===== src/rtl/irq_lvl_pkg.sv =====
package irq_lvl_pkg;
   localparam int unsigned VEC_W   = 8;
   localparam int unsigned POS_PWM = 3;
   localparam int unsigned POS_CMD = 4;
   localparam int unsigned POS_HBL = 5;
   localparam int unsigned POS_VBL = 6;
   localparam int unsigned POS_RST = 7;
   localparam int unsigned MASK_LSB = 3;   // mask bit k lines up with vector bit k+3
   localparam int unsigned NUM_SRC  = 3;   // latched per-processor sources

   typedef logic [VEC_W-1:0] req_vec_t;

   // source index -> request vector position
   function automatic int unsigned src_pos(input int unsigned k);
      case (k)
         0:       return POS_PWM;
         1:       return POS_HBL;
         default: return POS_VBL;
      endcase
   endfunction
endpackage


===== src/rtl/irq_prio_enc.sv =====
module irq_prio_enc #(
   parameter int unsigned VEC_W = 8,
   parameter int unsigned LVL_W = 4
) (
   input  logic [VEC_W-1:0] vec,
   output logic [LVL_W-1:0] lvl
);
   generate
      if ((2 * (VEC_W - 1)) >= (1 << LVL_W)) begin : g_bad_width
         $error("irq_prio_enc: LVL_W too narrow for VEC_W");
      end
   endgenerate

   always_comb begin
      lvl = '0;
      for (int i = 0; i < int'(VEC_W); i++) begin
         if (vec[i]) lvl = LVL_W'(2 * i);
      end
   end
endmodule


===== src/rtl/irq_cpu_slice.sv =====
module irq_cpu_slice
   import irq_lvl_pkg::*;
#(
   parameter int unsigned ADDR_W   = 8,
   parameter int unsigned DATA_W   = 8,
   parameter logic [ADDR_W-1:0] MASK_OFS = 'h01,
   parameter logic [ADDR_W-1:0] ACK_PWM  = 'h1c,
   parameter logic [ADDR_W-1:0] ACK_HBL  = 'h18,
   parameter logic [ADDR_W-1:0] ACK_VBL  = 'h16
) (
   input  logic              clk,
   input  logic              rst,
   input  logic [NUM_SRC-1:0] trig,     // {vblank, hblank, pwm}
   input  logic              wr_en,     // write from this processor
   input  logic [ADDR_W-1:0] addr,
   input  logic [DATA_W-1:0] wdata,
   input  logic              host_bit,  // this processor's command register bit
   output logic [3:0]        mask_o,
   output req_vec_t          req_o
);
   logic [3:0]         mask_q;
   logic [NUM_SRC-1:0] src_q;

   always_ff @(posedge clk) begin
      if (rst)                            mask_q <= '0;
      else if (wr_en && addr == MASK_OFS) mask_q <= wdata[3:0];
   end

   generate
      for (genvar k = 0; k < int'(NUM_SRC); k++) begin : g_src
         localparam int unsigned POS = src_pos(k);
         localparam logic [ADDR_W-1:0] ACK =
            (k == 0) ? ACK_PWM : ((k == 1) ? ACK_HBL : ACK_VBL);
         logic set_k, clr_k;
         assign set_k = trig[k] && mask_q[POS - MASK_LSB];
         assign clr_k = wr_en && addr == ACK;
         always_ff @(posedge clk) begin
            if (rst)        src_q[k] <= 1'b0;
            else if (set_k) src_q[k] <= 1'b1;   // trigger beats acknowledge
            else if (clr_k) src_q[k] <= 1'b0;
         end
      end
   endgenerate

   always_comb begin
      req_o          = '0;
      req_o[POS_PWM] = src_q[0];
      req_o[POS_HBL] = src_q[1];
      req_o[POS_VBL] = src_q[2];
      req_o[POS_CMD] = mask_q[POS_CMD - MASK_LSB] & host_bit;
   end

   assign mask_o = mask_q;
endmodule


===== src/rtl/irq_level_ctrl.sv =====
module irq_level_ctrl
   import irq_lvl_pkg::*;
#(
   parameter int unsigned ADDR_W = 8,
   parameter int unsigned DATA_W = 8,
   parameter int unsigned LVL_W  = 4,
   parameter logic [ADDR_W-1:0] MASK_OFS = 'h01,
   parameter logic [ADDR_W-1:0] ACK_RST  = 'h14,
   parameter logic [ADDR_W-1:0] ACK_VBL  = 'h16,
   parameter logic [ADDR_W-1:0] ACK_HBL  = 'h18,
   parameter logic [ADDR_W-1:0] ACK_CMD  = 'h1a,
   parameter logic [ADDR_W-1:0] ACK_PWM  = 'h1c
) (
   input  logic              clk,
   input  logic              rst,
   input  logic              trig_rst,
   input  logic              trig_vblank,
   input  logic              trig_hblank,
   input  logic              trig_pwm,
   input  logic              host_cmd_we,
   input  logic [DATA_W-1:0] host_cmd_wdata,
   input  logic              cpu_sel,
   input  logic              cpu_we,
   input  logic [ADDR_W-1:0] cpu_addr,
   input  logic [DATA_W-1:0] cpu_wdata,
   output logic [LVL_W-1:0]  lvl_master,
   output logic [LVL_W-1:0]  lvl_slave,
   output logic [1:0]        cmd_flags,
   output logic              hblank_ie
);
   localparam int unsigned NUM_CPU = 2;

   generate
      if (DATA_W < 8) begin : g_bad_data
         $error("irq_level_ctrl: DATA_W must be at least 8");
      end
      if (LVL_W < 4) begin : g_bad_lvl
         $error("irq_level_ctrl: LVL_W must be at least 4");
      end
   endgenerate

   logic       rst_pend_q;
   logic [1:0] cmd_q;
   logic       hie_q;
   logic [3:0] mask_q [NUM_CPU];
   req_vec_t   req    [NUM_CPU];
   logic [LVL_W-1:0] lvl_d [NUM_CPU];
   logic [LVL_W-1:0] lvl_q [NUM_CPU];
   logic       pwm_any;
   logic [NUM_SRC-1:0] trig_vec;

   // shared reset request
   always_ff @(posedge clk) begin
      if (rst)                                  rst_pend_q <= 1'b0;
      else if (trig_rst)                        rst_pend_q <= 1'b1;
      else if (cpu_we && cpu_addr == ACK_RST)   rst_pend_q <= 1'b0;
   end

   // host command register: host write wins over a processor acknowledge
   always_ff @(posedge clk) begin
      if (rst)                                  cmd_q <= '0;
      else if (host_cmd_we)                     cmd_q <= host_cmd_wdata[1:0];
      else if (cpu_we && cpu_addr == ACK_CMD)   cmd_q[cpu_sel] <= 1'b0;
   end

   // shared horizontal interrupt enable, written with either mask
   always_ff @(posedge clk) begin
      if (rst)                                  hie_q <= 1'b0;
      else if (cpu_we && cpu_addr == MASK_OFS)  hie_q <= cpu_wdata[7];
   end

   assign pwm_any  = mask_q[0][POS_PWM - MASK_LSB] | mask_q[1][POS_PWM - MASK_LSB];
   assign trig_vec = {trig_vblank, trig_hblank, trig_pwm & pwm_any};

   generate
      for (genvar c = 0; c < int'(NUM_CPU); c++) begin : g_cpu
         req_vec_t full_req;

         irq_cpu_slice #(
            .ADDR_W  (ADDR_W),
            .DATA_W  (DATA_W),
            .MASK_OFS(MASK_OFS),
            .ACK_PWM (ACK_PWM),
            .ACK_HBL (ACK_HBL),
            .ACK_VBL (ACK_VBL)
         ) u_slice (
            .clk     (clk),
            .rst     (rst),
            .trig    (trig_vec),
            .wr_en   (cpu_we && (cpu_sel == 1'(c))),
            .addr    (cpu_addr),
            .wdata   (cpu_wdata),
            .host_bit(cmd_q[c]),
            .mask_o  (mask_q[c]),
            .req_o   (req[c])
         );

         always_comb begin
            full_req          = req[c];
            full_req[POS_RST] = rst_pend_q;
         end

         irq_prio_enc #(
            .VEC_W(VEC_W),
            .LVL_W(LVL_W)
         ) u_enc (
            .vec(full_req),
            .lvl(lvl_d[c])
         );

         always_ff @(posedge clk) begin
            if (rst) lvl_q[c] <= '0;
            else     lvl_q[c] <= lvl_d[c];
         end
      end
   endgenerate

   assign lvl_master = lvl_q[0];
   assign lvl_slave  = lvl_q[1];
   assign cmd_flags  = cmd_q;
   assign hblank_ie  = hie_q;
endmodule


===== config.mk =====
export PLATFORM = sky130hd
export DESIGN_NAME = irq_level_ctrl
export DESIGN_NICKNAME = d
export VERILOG_FILES = /design/src/rtl/irq_lvl_pkg.sv /design/src/rtl/irq_prio_enc.sv /design/src/rtl/irq_cpu_slice.sv /design/src/rtl/irq_level_ctrl.sv
export SDC_FILE = /design/constraint.sdc
export NUM_CORES = 1
export LEC_CHECK = 0
export BUFFER_PORTS_ARGS = -buffer_cell sky130_fd_sc_hd__buf_4
export CORE_ASPECT_RATIO = 0.6
export CORE_MARGIN = 3
export CORE_UTILIZATION = 30
export DETAILED_ROUTE_END_ITERATION = 10
export GPL_TIMING_DRIVEN = 0
export PLACE_DENSITY_LB_ADDON = 0.12
export SLEW_MARGIN = 5
export SYNTH_ARGS = -nofsm -noshare
export SYNTH_HDL_FRONTEND = slang
export SYNTH_HIERARCHICAL = 1
export SYNTH_SLANG_ARGS = --single-unit

===== constraint.sdc =====
create_clock -name clk -period 3.41 [get_ports clk]
set_input_delay 0.682 -clock clk [delete_from_list [all_inputs] [get_ports clk]]
set_output_delay 0.682 -clock clk [all_outputs]
set_load 0.005 [all_outputs]

# ---- Word-level counts from Yosys, hierarchy flattened
# Memory sizes are Yosys's and may differ from the RTL's.
# Index checks and enable logic that the tools add are counted.
dict set report word_totals {
  elab_cells 90
  ff_bits 18
  n_memories 1
  mem_bits_rw 8
  in_bits 33
}
# memory depth width read_ports rd_ports_with_merged_regs wr line_no
set memory_table {}
lappend memory_table {lvl_q 2 4 2 0 2 irq_level_ctrl.sv:48} ;# logic [LVL_W-1:0] lvl_q [NUM_CPU];
dict set report classes {
  n_reduce_logical 28
  n_mux 33
  n_bitwise 9
  n_lt_le_gt_ge 2
  eq_ne 6
}
# op count
set ops {}
lappend ops {{== test 8 x 5 -> 1 bit, second input constant} 5}
lappend ops {{2-to-1 mux 4 bit} 10}
lappend ops {{logical AND 1 bit} 20}
lappend ops {{2-to-1 mux 1 bit} 18}
lappend ops {{nonzero test 2 bit} 8}
lappend ops {{== test 8 x 1 -> 1 bit, second input constant} 1}
lappend ops {{2-to-1 mux 3 bit} 2}
lappend ops {{2-to-1 mux 2 bit} 2}
lappend ops {{AND 1 bit} 3}
lappend ops {{OR 1 bit} 3}
lappend ops {{AND 2 bit} 1}
lappend ops {{less-than comparator 1 x 2 -> 1 bit, second input constant} 1}
lappend ops {{inverter 2 bit} 1}
lappend ops {{demux 1 bit (select 1 bit)} 1}
lappend ops {{greater-or-equal comparator 1 bit, second input constant} 1}
lappend ops {{inverter 1 bit} 1}

# ---- Depth between registers and ports, before layout
dict set report logic_depth {
  word_depth 8
  depth_mapped 5
}

# ---- Hierarchy
# Netlist, hierarchy kept.
# module cells_each area_each_um2 n_inst
set modules_own_cells {}
lappend modules_own_cells {irq_cpu_slice 41 386.6 2}
lappend modules_own_cells {irq_level_ctrl 43 465.4 1}
lappend modules_own_cells {irq_prio_enc 12 56.3 2}

# ---- Worst setup path after synthesis
# Ideal clock, no wire load.
dict set report synth_timing {
  kind {input-to-reg}
  from {in cpu_we}
  to {reg g_cpu[0].u_slice.mask_q[0]}
  required_time_ps 3338
  slack_ps 1605
  stages 4
  n_path_buf 0
  arrival_ps 1734
  cell_sequence {nor2b_1 > or4b_4 > nor3_4 > mux2i_1}
}
dict set report synth_between {
  elab_chain_len 2
}
# item line_no
set synth_lines {}
lappend synth_lines {{start: declaration} irq_level_ctrl.sv:23} ;# input logic cpu_we,
lappend synth_lines {{logical AND 1 bit} irq_level_ctrl.sv:90} ;# .wr_en (cpu_we && (cpu_sel == 1'(c))),
lappend synth_lines {{logical AND 1 bit} irq_cpu_slice.sv:26} ;# else if (wr_en && addr == MASK_OFS) mask_q <= wdata[3:0];
lappend synth_lines {{end signal: assignment} irq_cpu_slice.sv:26}
lappend synth_lines {{end: declaration} irq_cpu_slice.sv:21} ;# logic [3:0] mask_q;
# No other way between the ends.
# A chain may end at the register's enable or synchronous reset.

# ---- Worst setup path in the final report
dict set report layout_timing {
  from {in cpu_we}
  to {reg g_cpu[1].u_slice.mask_q[3]}
}
dict set report layout_between {
  elab_chain_len 2
}
# item line_no
set layout_lines {}
lappend layout_lines {{logical AND 1 bit} irq_level_ctrl.sv:90}
lappend layout_lines {{logical AND 1 bit} irq_cpu_slice.sv:26}
lappend layout_lines {{end signal: assignment} irq_cpu_slice.sv:26}
lappend layout_lines {{end: declaration} irq_cpu_slice.sv:21}
# No other way between the ends.

==> results_dict.tcl <==
set metrics [dict create \
    run_status "completed" \
    worst_setup_path_end_kind "register" \
    grt_overflow 0 \
    remaining_drc_errors 0 \
    tritoncts "yes" \
    start_util 0.317 \
    timing.critical_path.cells "buf_4, and2_1, or4b_4, nor3_4, mux2i_1" \
    post_cts.resized_instances 0 \
    synth_area_sq_um 1320 \
    synth_to_final_area_change_pct 31.0 \
    cp_max_fanout 5 \
    routed_wirelength_um 3140 \
    critPathLaunchType "input port" \
    critical_path_buf_inv_count 1 \
    yosys_warnings 6 \
    period_utilization_post_route 0.524 \
    post_cts.repair.setup_buffers 0 \
    dp_hpwl_um 2540 \
    number_of_top_level_design_ports 44 \
    p_leak_nw 0.682 \
    finalWorstSetupSlack_ns 1.62 \
    fmax_ghz 0.559 \
    grt_setup_unrepaired "no" \
    num_rows 18 \
    final-hold-violation-count 0 \
    layout-drive-gt1-share 0.281 \
    wl_per_cell_um 12.8 \
    clock_sinks 26 \
    whs_path_depth 2 \
    final_design_area_no_fill_sq_um 1730 \
    die_area_sq_um 5260 \
    finalSetupViolations 0 \
    post_cts_hold_buffer_count 0 \
    port_buffers 34 \
    post-place-ws_ns 1.34 \
    worst-setup-path-type "input port to register" \
    ant_nets 0 \
    vdd_ir_drop_max_mv 0.231 \
    max-clock-path-buffers 2 \
    drt-pass1-iter-count 4 \
    worst_path_dominant_cell_family "simple AND/OR/NAND/NOR gates" \
    ff2ff_path_depth 5 \
    avgSynthCellArea_sq_um 9.11 \
    cpMaxStageDelayCell "or4b_4" \
    total_power_density_per_cell_area_nw_per_um2 382 \
    min_path_type "register to register" \
    first_global_vias 1119 \
    grtUsageTotal 0.123 \
    cts-htree-levels 1 \
    grt_antenna_before_repair 0 \
    timing.clock.skew_ns 0.00797 \
    clkTransAtPathRegs_ns 0.09 \
    routed-via-count 1153 \
    regToRegSetupSlack_ns 2.37 \
    finish.net_count 219 \
    cts_buffer_count 3 \
    grt_max_degree 16 \
    drt_iter0_markers 42 \
    wire_length_of_the_first_global_routing_pass_um 5080 \
    netlist_instances 145 \
    final.fill_count 438 \
    worst-endpoint-required_ns 3.61 \
    cpPeakStageDelay_ns 0.52 \
    period_needed_ns 1.79 \
    antenna-diode-count 0 \
    coreArea_sq_um 4170 \
    setup_total_negative_slack_ns 0 \
    final_util 0.415 \
    clock_tree.root_cell "clkbuf_8" \
    die_width_um 91.7 \
    vias_per_cell 4.71 \
    arrival_ns 1.99 \
    report.final.slew_viol_count 0 \
    drv.max_cap_violation_count 0 \
    gp_congestion 0.782 \
    dieHeight_um 57.4 \
    clock_latency_on_the_worst_skew_pair_ns 0.28 \
    detailed_place.area_sq_um 1660 \
    critical_path_depth 5 \
]
## stage by stage
stage / hold slack, ns / total power, W / std cells
5_1_grt: 0.493 / 0.000692 / 245
4_1_cts: 0.473 / 0.000670 / 245
6_report: 0.475 / 0.000661 / 245
2_1_floorplan: 0.432 / 0.000360 / 147
3_5_place_dp: 0.459 / 0.000409 / 241
3_3_place_gp: 0.450 / 0.000406 / 241
## registers in the layout, summed over array words and instances (netlist names)
register,count
g_cpu.u_slice/req_o,6
rst_pend_q,1
cmd_flags,2
hblank_ie,1
g_cpu.u_slice/mask_o,8
lvl_q,8
## final cells by class
type | instances | area, sq um | area share
sequential | 26 | 520 | 0.301
buffer | 9 | 56.3 | 0.0325
inverter | 8 | 30.0 | 0.0174
tap | 60 | 75.1 | 0.0434
clock inverter | 1 | 30.0 | 0.0174
timing repair buffer | 34 | 255 | 0.148
clock buffer | 3 | 41.3 | 0.0239
multi-input combinational | 104 | 722 | 0.417
## placed cells by master (no fill, tap or decap)
master      n
o41ai_2     1
and2_1      3
nor2_1      4
o31ai_1     8
inv_1       6
nand4bb_1   3
nor3_1      1
mux2i_1    11
a21oi_1    11
nand4b_1    3
o21a_1      1
bufinv_16   1
nor3_4      2
clkbuf_1    3
o21ai_0     2
clkinv_1    2
nor2b_1     9
or3_4       1
conb_1      6
or2_2       1
a211oi_1    2
clkbuf_8    3
buf_4      40
or4b_1      2
dfxtp_1    26
or4b_4      2
nand2_1    11
nor4_2      1
nand2b_1   19
## worst min-delay path: stages (launching register included)
cell and delay [ns]:
dfxtp_1 0.32, nand2_1 0.06, a21oi_1 0.05
## final timing paths
path	endpoint	from
max	g_cpu[1].u_slice/mask_o[3]	cpu_we
min reg2reg	g_cpu[0].u_slice/req_o[6]	g_cpu[0].u_slice/mask_o[3]
max reg2reg	lvl_q[0][2]	cmd_flags[0]
min	g_cpu[0].u_slice/req_o[6]	g_cpu[0].u_slice/mask_o[3]
## where the power goes
| part | total, W | internal [W] | switching, W | leakage, nW |
|---|---|---|---|---|
| clock network | 0.000260 | 0.000157 | 0.000102 | 0.0357 |
| logic | 0.0000857 | 0.0000490 | 0.0000367 | 0.434 |
| registers | 0.000316 | 0.000312 | 0.00000409 | 0.212 |
| total | 0.000661 | 0.000518 | 0.000143 | 0.682 |
## metal layers
metal / GRT usage / up-vias / part of all wire
li1: - / 566 / -
met1: 0.156 / 554 / 0.46
met2: 0.200 / 29 / 0.47
met3: 0.0395 / 4 / 0.054
met4: 0.0365 / 0 / 0.013
met5: 0 / - / 0
Note: power is estimated with default switching activity, not from simulation.
